===== src/rtl/irqc_pkg.sv =====
package irqc_pkg;

    localparam int LINES  = 32;
    localparam int DATA_W = 32;
    localparam int ADDR_W = 5;

    typedef enum logic [ADDR_W-1:0] {
        OFF_COUNT  = 5'h00,
        OFF_LOWEST = 5'h04,
        OFF_CLRALL = 5'h08,
        OFF_MASK   = 5'h0C,
        OFF_UNMASK = 5'h10
    } reg_off_e;

    typedef struct packed {
        logic clear_all;
        logic set_en;
        logic clr_en;
    } cmd_t;

endpackage


===== src/rtl/irqc_regs.sv =====
module irqc_regs
    import irqc_pkg::*;
#(
    parameter int N_LINES = LINES,
    parameter int IDX_W   = $clog2(N_LINES),
    parameter int CNT_W   = $clog2(N_LINES + 1)
) (
    input  logic              clk,
    input  logic              rst,
    input  logic              bus_wr,
    input  logic              bus_rd,
    input  logic [ADDR_W-1:0] bus_addr,
    input  logic [DATA_W-1:0] bus_wdata,
    input  logic [CNT_W-1:0]  pend_count,
    input  logic [IDX_W-1:0]  pend_lowest,
    output cmd_t              cmd,
    output logic [IDX_W-1:0]  cmd_idx,
    output logic [DATA_W-1:0] bus_rdata
);

    logic idx_ok;
    logic [DATA_W-1:0] rd_mux;

    assign idx_ok  = (bus_wdata < DATA_W'(N_LINES));
    assign cmd_idx = bus_wdata[IDX_W-1:0];

    always_comb begin
        cmd           = '0;
        cmd.clear_all = bus_wr && (bus_addr == OFF_CLRALL);
        cmd.clr_en    = bus_wr && (bus_addr == OFF_MASK)   && idx_ok;
        cmd.set_en    = bus_wr && (bus_addr == OFF_UNMASK) && idx_ok;
    end

    always_comb begin
        rd_mux = '0;
        case (bus_addr)
            OFF_COUNT:  rd_mux = DATA_W'(pend_count);
            OFF_LOWEST: rd_mux = DATA_W'(pend_lowest);
            default:    rd_mux = '0;
        endcase
    end

    always_ff @(posedge clk) begin
        if (rst) begin
            bus_rdata <= '0;
        end else if (bus_rd) begin
            bus_rdata <= rd_mux;
        end
    end

    // out-of-range index never produces a command
    p_range_r9: assert property (@(posedge clk) disable iff (rst)
        (bus_wr && (bus_wdata >= DATA_W'(N_LINES))) |-> !(cmd.set_en || cmd.clr_en));

    // write-only and unmapped offsets read back zero
    p_wo_zero_r10: assert property (@(posedge clk) disable iff (rst)
        (bus_rd && (bus_addr != OFF_COUNT) && (bus_addr != OFF_LOWEST)) |=> (bus_rdata == '0));

endmodule


===== src/rtl/irqc_line_bank.sv =====
module irqc_line_bank
    import irqc_pkg::*;
#(
    parameter int N_LINES = LINES,
    parameter int IDX_W   = $clog2(N_LINES)
) (
    input  logic               clk,
    input  logic               rst,
    input  logic [N_LINES-1:0] req_in,
    input  cmd_t               cmd,
    input  logic [IDX_W-1:0]   cmd_idx,
    output logic [N_LINES-1:0] pend
);

    logic [N_LINES-1:0] req_q;
    logic [N_LINES-1:0] level;
    logic [N_LINES-1:0] enable;
    logic [N_LINES-1:0] rise;
    logic [N_LINES-1:0] fall;

    assign rise = req_in & ~req_q;
    assign fall = ~req_in & req_q;

    always_ff @(posedge clk) begin
        if (rst) begin
            req_q <= '0;
        end else begin
            req_q <= req_in;
        end
    end

    for (genvar i = 0; i < N_LINES; i++) begin : g_line
        logic sel;
        assign sel = (cmd_idx == IDX_W'(i));

        always_ff @(posedge clk) begin
            if (rst) begin
                level[i] <= 1'b0;
            end else if (rise[i]) begin
                level[i] <= 1'b1;
            end else if (fall[i] || cmd.clear_all) begin
                level[i] <= 1'b0;
            end
        end

        always_ff @(posedge clk) begin
            if (rst) begin
                enable[i] <= 1'b0;
            end else if (cmd.set_en && sel) begin
                enable[i] <= 1'b1;
            end else if (cmd.clr_en && sel) begin
                enable[i] <= 1'b0;
            end
        end
    end

    assign pend = level & enable;

    // clear-all keeps every enable flag
    p_keep_en_r6: assert property (@(posedge clk) disable iff (rst)
        cmd.clear_all |=> $stable(enable));

    // after clear-all only lines that rose in that cycle keep a level
    p_clear_lvl_r6: assert property (@(posedge clk) disable iff (rst)
        cmd.clear_all |=> ((level & ~$past(rise)) == '0));

    // one command touches at most one enable flag
    p_single_r7: assert property (@(posedge clk) disable iff (rst)
        1'b1 |=> ($countones(enable ^ $past(enable)) <= 1));

    // enabling a raised line makes it pending at once
    p_unmask_r8: assert property (@(posedge clk) disable iff (rst)
        (cmd.set_en && level[cmd_idx] && req_in[cmd_idx] && !cmd.clear_all)
        |=> pend[$past(cmd_idx)]);

    // a falling request leaves its level low
    p_fall_r2: assert property (@(posedge clk) disable iff (rst)
        1'b1 |=> ((level & $past(fall)) == '0));

endmodule


===== src/rtl/irqc_summary.sv =====
module irqc_summary
    import irqc_pkg::*;
#(
    parameter int N_LINES = LINES,
    parameter int IDX_W   = $clog2(N_LINES),
    parameter int CNT_W   = $clog2(N_LINES + 1)
) (
    input  logic               clk,
    input  logic               rst,
    input  logic [N_LINES-1:0] pend,
    output logic [CNT_W-1:0]   pend_count,
    output logic [IDX_W-1:0]   pend_lowest,
    output logic               any_pend
);

    always_comb begin
        pend_count = '0;
        for (int i = 0; i < N_LINES; i++) begin
            pend_count = pend_count + CNT_W'(pend[i]);
        end
    end

    always_comb begin
        pend_lowest = '0;
        for (int i = N_LINES - 1; i >= 0; i--) begin
            if (pend[i]) begin
                pend_lowest = IDX_W'(i);
            end
        end
    end

    assign any_pend = |pend;

    // parent output agrees with a non-zero pending count
    p_parent_r3: assert property (@(posedge clk) disable iff (rst)
        any_pend == (pend_count != '0));

    // count bounded by the number of lines
    p_count_r4: assert property (@(posedge clk) disable iff (rst)
        pend_count <= CNT_W'(N_LINES));

    // reported lowest index is a pending line with nothing below it
    p_lowest_r5: assert property (@(posedge clk) disable iff (rst)
        any_pend |-> (pend[pend_lowest] &&
                      ((pend & ((N_LINES'(1) << pend_lowest) - N_LINES'(1))) == '0)));

endmodule


===== src/rtl/irqc_top.sv =====
module irqc_top
    import irqc_pkg::*;
#(
    parameter int N_LINES = LINES,
    parameter int IDX_W   = $clog2(N_LINES),
    parameter int CNT_W   = $clog2(N_LINES + 1)
) (
    input  logic               clk,
    input  logic               rst,
    input  logic [N_LINES-1:0] req_in,
    input  logic               bus_wr,
    input  logic               bus_rd,
    input  logic [ADDR_W-1:0]  bus_addr,
    input  logic [DATA_W-1:0]  bus_wdata,
    output logic [DATA_W-1:0]  bus_rdata,
    output logic               parent_irq
);

    cmd_t               cmd;
    logic [IDX_W-1:0]   cmd_idx;
    logic [N_LINES-1:0] pend;
    logic [CNT_W-1:0]   pend_count;
    logic [IDX_W-1:0]   pend_lowest;

    irqc_regs #(.N_LINES(N_LINES), .IDX_W(IDX_W), .CNT_W(CNT_W)) u_regs (
        .clk         (clk),
        .rst         (rst),
        .bus_wr      (bus_wr),
        .bus_rd      (bus_rd),
        .bus_addr    (bus_addr),
        .bus_wdata   (bus_wdata),
        .pend_count  (pend_count),
        .pend_lowest (pend_lowest),
        .cmd         (cmd),
        .cmd_idx     (cmd_idx),
        .bus_rdata   (bus_rdata)
    );

    irqc_line_bank #(.N_LINES(N_LINES), .IDX_W(IDX_W)) u_bank (
        .clk     (clk),
        .rst     (rst),
        .req_in  (req_in),
        .cmd     (cmd),
        .cmd_idx (cmd_idx),
        .pend    (pend)
    );

    irqc_summary #(.N_LINES(N_LINES), .IDX_W(IDX_W), .CNT_W(CNT_W)) u_sum (
        .clk         (clk),
        .rst         (rst),
        .pend        (pend),
        .pend_count  (pend_count),
        .pend_lowest (pend_lowest),
        .any_pend    (parent_irq)
    );

    // nothing pending in the first cycle after reset
    p_reset_r1: assert property (@(posedge clk)
        $fell(rst) |-> !parent_irq);

endmodule


===== config.mk =====
export PLATFORM = sky130hd
export DESIGN_NAME = irqc_top
export DESIGN_NICKNAME = d
export VERILOG_FILES = /design/src/rtl/irqc_pkg.sv /design/src/rtl/irqc_regs.sv /design/src/rtl/irqc_line_bank.sv /design/src/rtl/irqc_summary.sv /design/src/rtl/irqc_top.sv
export SDC_FILE = /design/constraint.sdc
export NUM_CORES = 1
export LEC_CHECK = 0
export ABC_AREA = 1
export BUFFER_PORTS_ARGS = -buffer_cell sky130_fd_sc_hd__clkbuf_2
export CORE_UTILIZATION = 45
export DETAILED_ROUTE_END_ITERATION = 10
export MAX_ROUTING_LAYER = met4
export PLACE_DENSITY = 0.75
export SLEW_MARGIN = 20
export SYNTH_ARGS = -nofsm -noshare
export SYNTH_HDL_FRONTEND = slang
export SYNTH_SLANG_ARGS = --single-unit

===== constraint.sdc =====
create_clock -name clk -period 7.2 [get_ports clk]
set_clock_uncertainty 0.05 [all_clocks]
set_input_delay 0.36 -clock clk [delete_from_list [all_inputs] [get_ports clk]]
set_output_delay 0.36 -clock clk [all_outputs]
set_load 0.05 [all_outputs]

Word level (Yosys, flattened, before mapping)
Index checks and enable logic that the tools add are counted.
- register bits: 128
- add/subtract/negate cells: 31
- reductions and logical operators: 168
- order comparisons: 1
- bitwise logic cells: 5
- eq/ne operators: 35
- mux-type cells: 161
- operators with widths (cell ; count):
    $add 6x1->6 ; 30
    $mux 5 ; 32
    $mux 1 ; 128
    $reduce_bool 2->1 ; 64
    $and 32x32->32 ; 3
    $eq 5x5->1 const B ; 17
    $logic_and 1x1->1 ; 69
    $not 32->32 ; 2
    $eq 5x4->1 const B ; 10
    $logic_or 1x1->1 ; 32
    $lt 32x6->1 const B ; 1
    $reduce_or 32->1 ; 1
    $eq 5x3->1 const B ; 5
    $pmux 6 s2 ; 1
    $eq 5x2->1 const B ; 2
    $logic_not 5->1 ; 2
    $eq 5x1->1 const B ; 1
    $add 1x1->2 ; 1

Depth between registers and ports, before layout
Gate-level depths: netlist of the first run.
- depth after elaboration: 34
- mapped depth: 34
- mapped depth without buffers: 34

Hierarchy
A second synthesis of the first run with hierarchy kept.
- cell total of the unflattened synthesis: 846
- area, all modules: 5840.6 µm²
- by module, submodules not included (module ; instances ; area an instance (µm²) ; seq. area each (µm²) ; cells an instance):
    irqc_line_bank ; 1 ; 3852.4 ; 1921.8 ; 537
    irqc_summary ; 1 ; 1187.4 ; 0.0 ; 176
    irqc_regs ; 1 ; 800.8 ; 120.1 ; 133

Worst setup path before layout of the first run
No wires, ideal clock.
- path kind: flip-flop to flip-flop
- start point: register u_bank.level[1]
- end point: register u_regs.bus_rdata[4]
- path buffers: 0
- data arrival time: 5.000 ns
- cell stages (with the launch flop): 23
- slack: 2.034 ns
- setup time: 0.116 ns
- clock period less this slack: 5.166 ns
- path through: dfxtp_1 > nand2_1 > ha_1 > inv_1 > fa_1 > inv_1 > fa_1 > fa_1 > fa_1 > fa_1 > inv_1 > fa_1 > inv_1 > fa_1 > inv_1 > fa_1 > inv_1 > a21oi_1 > o21ba_1 > xor2_1 > nor2_1 > o221ai_1 > inv_2
- word-level cells in the longest chain between the ends: 33
- elaborated cells between the ends (all ways): 35
- those cells by class: 31 x add/sub; 3 x mux; 1 x bitwise
- RTL lines (item ; RTL line ; RTL):
    from (decl) ; irqc_line_bank.sv:16 ; logic [N_LINES-1:0] level;
    from (signal, indexed assignment) ; irqc_line_bank.sv:38 ; level[i] <= 1'b0;
    from (signal, indexed assignment) ; irqc_line_bank.sv:40 ; level[i] <= 1'b1;
    from (signal, indexed assignment) ; irqc_line_bank.sv:42 ; level[i] <= 1'b0;
    $and 32x32->32 * ; irqc_line_bank.sv:57 ; assign pend = level & enable;
    $add 1x1->2 ; irqc_summary.sv:19 ; pend_count = pend_count + CNT_W'(pend[i]);
    $add 6x1->6 (30 in a row) ; irqc_summary.sv:19 ;
    $pmux 6 s2 * ; irqc_regs.sv:36 ; case (bus_addr)
    to (signal assigned) ; irqc_regs.sv:47 ; bus_rdata <= rd_mux;
    to (decl) ; irqc_regs.sv:18 ; output logic [DATA_W-1:0] bus_rdata
Every way passes the cells marked *; elsewhere a longest branch is shown, timed or not.
A chain may end at the register's enable or synchronous reset.

Worst setup path in the final report of the first run
Ends and elaborated chain as after synthesis.

==> impl_metrics.toml, run 1 <==
[outcome]
status = "complete, no violations"

[pwr]
vdd.ir_drop.worst_mv = 0.167
p_sw_share_pct = 26.2
p_int_mw = 0.892
total_power_mw = 1.21
p_per_area_nw_per_um2 = 193
leakage_nw = 3.18
p_switching_mw = 0.317
power_frac_clock_pct = 39.5
combPwrFrac_pct = 10.1
p_seq_share_pct = 50.4

[cells_and_area]
drive_gt1_share_pct = 14.7
diodes = 0
area_delta_synth_final_pct = 12.9
nets = 952

[clock_network]
cts.clk_slew.worst_paths_ns = 0.07
cts-hold-fix-buffers = 0
cts_resized = 0
numCtsBuffers = 9
cts_setup_buffers = 0
cts_root_buf = "clkbuf_16"
numClockSinks = 102
htree_levels = 3
clk_latency_ns = 0.35
cts_tree = "built"
cts_buffer_depth = 2

[die]
ios = 106
die_area_um2 = 12800
initial_core_util_pct = 46.1
die_w_um = 113
std_cell_rows = 40
core_area_um2 = 12000
dieHeight_um = 113

[sta]
max_freq_ghz = 0.188
setup_tns_ns = 0
relSlewSlack_pct = 45.4
fin_crit_ns = 5.33
worstMarginPinSlew_ns = 0.819
setup_violations = 0
rsz0062_at_grt = "no"
fin_hold_ws_ns = 0.178
timing.final.crit_share_pct = 74.1
final_max_slew_viol_count = 0
hold_viol_final = 0

[setup_path]
crit_path_end_kind = "flip-flop"
r2r-end = "u_regs.bus_rdata[4]"
worstSetupStartpointType = "flip-flop"
worstSetupPathType = "flip-flop to flip-flop"
reg2reg_slack_ns = 1.87
crit_arrival_ns = 5.52
required_ns = 7.39
crit_fanout = 4
r2r-start = "u_bank.level[1]"
reg2regPathDepth = 22

[grt]
grt_usage_pct = 21.2
antenna_found_initial = 0
grt_overflow_total = 0
grt_start_max_net_pins = 79
first_global_vias = 4428
grt_pass1_wl_um = 20600

[placement]
io_buffers = 79
gp_congestion = 0.918
hpwl_um = 9280

[drt]
first_iter_violations = 291
wl_um = 12500
avgViaCountPerCell = 4.92
first_pass_iters = 5
antenna_left = 0
vias = 4910
route.detailed.drc = 0
post_drt_wl_per_cell_um = 12.5

[job]
maxCapViolCount = 0

[worst_hold_path]
holdCritPathClass = "input pin to flip-flop"
worstHoldPathCells = 3
hp-start = "req_in[20]"
whs_endpoint = "u_bank.req_q[20]"

[synthesis]
ys_seq_area_share_pct = 36.9
yosys.area.top_type = "dfxtp_1"
yosysUniqueCellTypes = 32
syn-cell-area_um2 = 5540
synthTopCellsByArea = "dfxtp_1 (37%), nand2_1 (14%), fa_1 (8.7%), inv_1 (7.3%), nor2_1 (6.0%)"
yosysTopAreaCellShare_pct = 36.9
synth_warnings = 0
synthCells = 779
avgSynthCellArea_um2 = 7.11
ys_ff_latch = 102
[registers in the layout, indices dropped and copies added, names as in the netlist]
signal            flops
u_bank.req_q         32
u_regs.bus_rdata      6
u_bank.enable        32
u_bank.level         32
[metal layers]
metal  vias to the layer above  track usage (%)  wire (um)  part of all wire (%)
met2                       152             34.6       5760                    46
met1                      2222             26.6       5770                    46
met5                         -                -          0                     0
met4                         0             6.84        227                   1.8
li1                       2521                -          -                     -
met3                        15             3.80        719                   5.8
[cells by family (layout without fill, tap and decap cells)]
| family | Yosys count | in the layout | synth area share [%] |
|---|---|---|---|
| buffers and inverters | 173 | 219 | 13.5 |
| XOR/XNOR | 1 | 1 | 0.158 |
| AND/OR/NAND/NOR | 348 | 348 | 25.9 |
| adder cells (fa/ha/maj) | 33 | 33 | 10.7 |
| other | 1 | 26 | 0.0677 |
| AO/OA/AOI/OAI | 121 | 121 | 12.7 |
| flip-flops | 102 | 102 | 36.9 |
[through the flow]
stage / instance area (um2) / setup WS (ns) / util, % / instances
floorplan: 5630 / 2.03 / - / 804
global placement: 5960 / 1.93 / 49.6 / 982
detailed placement: 5960 / 1.87 / 49.6 / 982
CTS: 6250 / 1.87 / 52.0 / 997
global route: 6250 / 1.58 / 52.0 / 997
finish: 6250 / 1.87 / 52.0 / 997
[final cells by class]
type | instances | area (um2)
timing repair buffer | 83 | 425
multi-input combinational | 529 | 2850
fill | 1139 | 5760
clock inverter | 3 | 25.0
clock buffer | 12 | 267
sequential | 102 | 2040
inverter | 121 | 454
tap | 147 | 184
[Yosys cell counts (all sizes together)]
cell type	count
a21boi	2
a21oi	51
a31oi	17
buf	29
clkbuf	23
clkinv	1
conb	1
dfxtp	102
fa	24
ha	9
inv	120
nand2	219
nand3	6
nand4	1
nor2	88
nor3	27
nor4	7
o211ai	21
o21ai	26
o21ba	1
o221a	1
o221ai	1
o31ai	1
xor2	1
[layout by cell type, fill, tap and decap left out, types with 2 or more instances in the layout]
master / count
a21oi_1: 50
o21ai_0: 6
clkbuf_2: 79
o211ai_1: 21
clkbuf_16: 9
nand2_1: 208
conb_1: 26
buf_4: 4
clkbuf_8: 3
nand3_1: 6
dfxtp_1: 102
inv_2: 12
nor4_1: 6
nand2_4: 7
o21ai_1: 20
nor2_1: 88
inv_1: 108
inv_6: 2
fa_1: 24
nor3_1: 25
a31oi_1: 17
nor3_2: 2
nand2_2: 4
ha_1: 9
[power by group through the flow]
stage	clock network [mW]	registers, mW	logic [mW]
2_1_floorplan	0	0.623	0.0933
3_3_place_gp	0	0.622	0.120
3_5_place_dp	0	0.623	0.122
4_1_cts	0.487	0.610	0.123
5_1_grt	0.509	0.613	0.135
6_report	0.477	0.610	0.122
[how the worst max path moves through the flow]
stage                     depth (start not counted)             from                  end
after floorplan                                  22  u_bank.level[1]  u_regs.bus_rdata[4]
after global placement                           22  u_bank.level[1]  u_regs.bus_rdata[4]
after detailed placement                         22  u_bank.level[1]  u_regs.bus_rdata[4]
after CTS                                        22  u_bank.level[1]  u_regs.bus_rdata[4]
after global routing                             22  u_bank.level[1]  u_regs.bus_rdata[4]
final                                            22  u_bank.level[1]  u_regs.bus_rdata[4]
[critical path: stages, from the launching register on]
cell and delay [ns]:
dfxtp_1 0.33, nand2_1 0.10, ha_1 0.29, inv_1 0.04, fa_1 0.47, inv_1 0.05, fa_1 0.53, fa_1 0.44
fa_1 0.49, fa_1 0.51, inv_1 0.05, fa_1 0.47, inv_1 0.04, fa_1 0.37, inv_1 0.08, fa_1 0.15
inv_1 0.06, a21oi_1 0.12, o21ba_1 0.14, xor2_1 0.15, nor2_1 0.05, o221ai_1 0.21, inv_2 0.04
(Power assumes the default switching activity.)
==> run 2, diff against run 1 <==
ABC_AREA = 0   (was 1)
PLACE_DENSITY = 0.78   (was 0.75)
clock period = 4.5 ns   (was 7.2 ns; I/O delays follow)
==> run 2 against run 1 <==
Effect of this change: the run now ends with negative setup slack left; synthesized cell count shrank 22%; hold slack lost 0.098 ns; routed wire length grew 12%; die area shrank 0.13%; combinational power grew 84%.
==> impl_metrics.toml, run 2 <==
[outcome]
status = "complete, but fails checks"
violations = "negative setup slack"

[synthesis]
synthTopCellsByArea = "dfxtp_1 (37%), fa_1 (8.7%), a32o_1 (8.1%), inv_1 (5.2%), nand2b_1 (4.5%)"
ys_async_sr_fraction_pct = 0
syn-cell-area_um2 = 5530
synthCells = 609
ys_seq_area_share_pct = 36.9
yosys.area.top_type = "dfxtp_1"
avgSynthCellArea_um2 = 9.08
synth.most_common_cell = "dfxtp_1"
synth_edf_count = 0
yosysUniqueCellTypes = 50
ys.flop_type = "dfxtp_1"
yosys-top-cells-count = "dfxtp_1 (102), inv_1 (77), nand2_1 (56)"
yosysTopAreaCellShare_pct = 36.9
ys_ff_latch = 102
synth_warnings = 0

[sta]
final_max_slew_viol_count = 0
setup_violations = 6
setup_tns_ns = -3.12
layout_setup_ws_ns = -0.680
hold_viol_final = 0
timing.final.crit_share_pct = 115
rsz0062_at_grt = "yes"
worstMarginPinSlew_ns = 1.16
max_freq_ghz = 0.193
fin_crit_ns = 5.18
relSlewSlack_pct = 22.7

[grt]
grt.met1_usage_pct = 29.3
top_usage_layer = "met2"
grt_util_met2_pct = 37.8
first_global_vias = 4759
grt_pass1_wl_um = 22700
use_met3_pct = 5.03
grt_start_max_net_pins = 40
antenna_found_initial = 0
grt_usage_pct = 23.7
grt_overflow_total = 0

[cells_and_area]
postLayoutCellArea_um2 = 6650
fin_cells = 881
reg.largest.list = "u_bank.enable x32, u_bank.level x32, u_bank.req_q x32"
drive_gt1_share_pct = 24.9
area_delta_synth_final_pct = 20.2
nets = 835
diodes = 0
final_core_util_pct = 55.3
final_cell_mix = "dfxtp_1 (98), clkbuf_2 (79), inv_1 (72), nand2_1 (54), buf_4 (49)"
final_common_cell = "dfxtp_1"

[drt]
post_drt_wl_per_cell_um = 15.9
first_pass_iters = 5
wl_um = 14000
first_iter_violations = 389
vias = 4775
route.detailed.drc = 0
antenna_left = 0
avgViaCountPerCell = 5.42

[clock_network]
htree_levels = 3
cts_buffer_depth = 2
cts_root_buf = "clkbuf_16"
numCtsBuffers = 9
cts-hold-fix-buffers = 0
cts.clk_slew.worst_paths_ns = 0.07
clk_latency_ns = 0.35
cts_tree = "built"
numClockSinks = 102

[setup_path]
worstSetupPathType = "flip-flop to flip-flop"
reg2regPathDepth = 21
worstSetupStartpointType = "flip-flop"
crit_fanout = 2
required_ns = 4.69
crit_arrival_ns = 5.37
crit_path_end_kind = "flip-flop"

[placement]
place_area_um2 = 6320
hpwl_um = 11000
post-place-ws_ns = -0.628
dp_cells = 864
io_buffers = 79
gp_congestion = 0.957

[job]
maxCapViolCount = 0

[pwr]
p_per_area_nw_per_um2 = 296
vdd.ir_drop.worst_mv = 0.185
leakage_nw = 2.96

[die]
die_w_um = 113
initial_core_util_pct = 46.0
ios = 106
die_area_um2 = 12700
dieHeight_um = 113
core_area_um2 = 12000
std_cell_rows = 40

[worst_hold_path]
holdCritPathClass = "input pin to flip-flop"
worstHoldPathCells = 2
-- run 2: path summary, 6_finish.rpt --
path | start | to | slack (ns)
worst max register to register | u_bank.enable[0] | u_regs.bus_rdata[2] | -0.68
worst min register to register | u_regs.bus_rdata[5] | u_regs.bus_rdata[5] | 0.43
worst max-delay path | u_bank.enable[0] | u_regs.bus_rdata[2] | -0.68
worst min-delay path | req_in[21] | u_bank.req_q[21] | 0.08
-- run 2: final cells by class --
type	instances	area (um2)
sequential	102	2050
clock inverter	6	52.6
inverter	78	293
multi-input combinational	409	3060
fill	1082	5360
clock buffer	10	239
tap	147	184
timing repair buffer	129	774
-- run 2: power by group --
part | switching, mW | internal (mW)
Clock | 0.368 | 0.399
Combinational | 0.139 | 0.0862
Sequential | 0.0290 | 0.948
-- run 2: repair_timing --
action | in CTS | in global routing
setup buffers | 0 | 1
pin swaps | 4 | 1
setup endpoints to repair | 6 | 6
gates resized for setup | 2 | 6
-- run 2: cell families after synthesis --
kind of cell / Yosys count / synth area share (%)
AO/OA/AOI/OAI: 118 / 17.5
XOR/XNOR: 3 / 0.475
adder cells (fa/ha/maj): 33 / 10.7
buffers and inverters: 123 / 10.3
flip-flops: 102 / 36.9
other: 1 / 0.0678
AND/OR/NAND/NOR: 229 / 24.0
-- run 2: per-layer routing --
metal  part of all wire [%]  routed length [um]  vias to the layer above
li1                       -                   -                     2307
met1                     43                6050                     2241
met2                     46                6490                      195
met3                    7.1                 998                       32
met4                    3.0                 420                        0
met5                      0                   0                        -
-- run 2: worst max-delay path: stages (launching register included) --
cell	delay (ns)
dfxtp_2	0.34
nand2_2	0.08
ha_4	0.27
inv_2	0.03
fa_1	0.47
inv_1	0.05
fa_1	0.46
fa_1	0.51
fa_1	0.43
fa_1	0.49
inv_1	0.05
fa_1	0.44
inv_2	0.07
fa_2	0.20
inv_2	0.04
fa_2	0.36
buf_4	0.14
buf_6	0.10
xnor2_1	0.11
nand2_1	0.07
nand3_1	0.07
o221a_2	0.23
-- run 2: through the flow --
stage	total power [mW]	hold slack (ns)
3_5_place_dp	1.22	0.420
5_1_grt	2.04	0.0740
2_1_floorplan	1.14	0.345
6_report	1.97	0.0799
4_1_cts	1.97	0.0776
3_3_place_gp	1.21	0.411
==> run 3, diff against run 2 <==
PLACE_DENSITY = 0.7   (was 0.78)
==> run 3 against run 2 <==
Effect of this change: the run ends with design-rule violations, negative setup slack left; hold slack got worse by 0.0011 ns; die area stayed put; global-route usage grew 1.3 points; final area increased by 0.40%; sequential cell count unchanged; power rose by 3.4%; maximum frequency rose by 1.0%; routed wire length increased by 2.9%; count of clock-buffer cells in the layout fell by 1.
==> impl_metrics.toml, run 3 (synthesis gave the netlist of run 2 again) <==
[outcome]
status = "complete, but fails checks"
violations = "design-rule violations, negative setup slack"

[placement]
io_buffers = 79
place_area_um2 = 6300
gp_congestion = 0.900
hpwl_um = 11300
post-place-ws_ns = -0.626
dp_cells = 861

[clock_network]
cts-hold-fix-buffers = 0
cts_root_buf = "clkbuf_16"
cts.clk_slew.worst_paths_ns = 0.07
numClockSinks = 102
cts_buffer_depth = 2
htree_levels = 3
numCtsBuffers = 9
clk_latency_ns = 0.36
cts_tree = "built"

[setup_path]
crit_path_end_kind = "flip-flop"
crit_arrival_ns = 5.35
crit_chain = "nand2_2, ha_4, inv_2, fa_1, inv_2, fa_1, fa_1, fa_1, fa_1, inv_1, fa_1, inv_2, fa_2, inv_2, fa_2, inv_1, a21o_1, a21oi_2, xnor2_1, a21oi_1, nor3_1"
required_ns = 4.72
critPathMostFrequentCell = "fa_1"
crit_fanout = 2
worstSetupPathType = "flip-flop to flip-flop"
worstSetupStartpointType = "flip-flop"
critical-path-max-stage-delay_ns = 0.51
critPathSlowestCell = "fa_1"

[sta]
fin_crit_ns = 5.13
layout_setup_ws_ns = -0.626
setup_tns_ns = -3.01
fin_hold_ws_ns = 0.0788
setup_violations = 6
max_freq_ghz = 0.195
hold_viol_final = 0
relSlewSlack_pct = 33.7
final_max_slew_viol_count = 0
rsz0062_at_grt = "yes"
timing.final.crit_share_pct = 114
worstMarginPinSlew_ns = 0.993

[cells_and_area]
final_core_util_pct = 55.6
drive_gt1_share_pct = 24.7
diodes = 0
reg.largest.list = "u_bank.enable x32, u_bank.level x32, u_bank.req_q x32"
fin_cells = 881
area_delta_synth_final_pct = 20.7
nets = 837
final_common_cell = "dfxtp_1"
postLayoutCellArea_um2 = 6670
final_cell_mix = "dfxtp_1 (98), clkbuf_2 (79), inv_1 (73), nand2_1 (54), buf_4 (52)"

[die]
std_cell_rows = 40
core_area_um2 = 12000
die_area_um2 = 12700
initial_core_util_pct = 46.0
dieHeight_um = 113
die_w_um = 113
ios = 106

[grt]
grt_overflow_total = 0
first_global_vias = 4741
grt_pass1_wl_um = 23700
grt_start_max_net_pins = 40
grt_usage_pct = 25.0
antenna_found_initial = 0

[pwr]
total_power_mw = 2.03
leakage_nw = 2.99
p_per_area_nw_per_um2 = 305
vdd.ir_drop.worst_mv = 0.228

[drt]
post_drt_wl_per_cell_um = 16.3
vias = 4750
first_pass_iters = 8
avgViaCountPerCell = 5.39
first_iter_violations = 247
route.detailed.drc = 1
antenna_left = 0
wl_um = 14400

[worst_hold_path]
holdCritPathClass = "input pin to flip-flop"

[job]
maxCapViolCount = 0
[run 3: worst paths after layout]
check / start / end / slack [ns] / cells past startpoint
worst max register to register: u_bank.enable[1] / u_regs.bus_rdata[4] / -0.63 / 21
worst max-delay path: u_bank.enable[1] / u_regs.bus_rdata[4] / -0.63 / 21
worst min-delay path: req_in[3] / u_bank.req_q[3] / 0.08 / 2
worst min register to register: u_regs.bus_rdata[5] / u_regs.bus_rdata[5] / 0.43 / 2
[run 3: final cells by class]
class                      instances  area (um2)
fill                            1096        5340
multi-input combinational        409        3060
sequential                       102        2050
timing repair buffer             131         786
inverter                          78         293
clock buffer                       9         225
tap                              147         184
clock inverter                     5        82.6
[run 3: per-layer routing]
metal | global-route usage (%) | share of wire [%]
met1 | 31.4 | 47
met3 | 4.12 | 4.1
met4 | 7.47 | 1.9
met5 | - | 0
met2 | 41.4 | 47
[run 3: critical path, delay by kind of cell, from the launching register on]
family          cells  cell delay (ns)
simple gates        2             0.23
flops               1             0.33
compound gates      3             0.35
buf+inv             6             0.27
fa+ha+maj           9             3.69
xor+xnor            1             0.13
[run 3: repair_timing]
item / 4_1_cts / 5_1_grt
pin swaps: 9 / 5
resized for setup: 2 / 3
setup buffers: 4 / 2
cloned: 0 / 0
endpoints found under the setup margin: 6 / 6
[run 3: report_power, final]
part	switching (mW)	total [mW]	internal (mW)
clock network	0.347	0.831	0.484
logic	0.140	0.226	0.0866
registers	0.0285	0.976	0.948
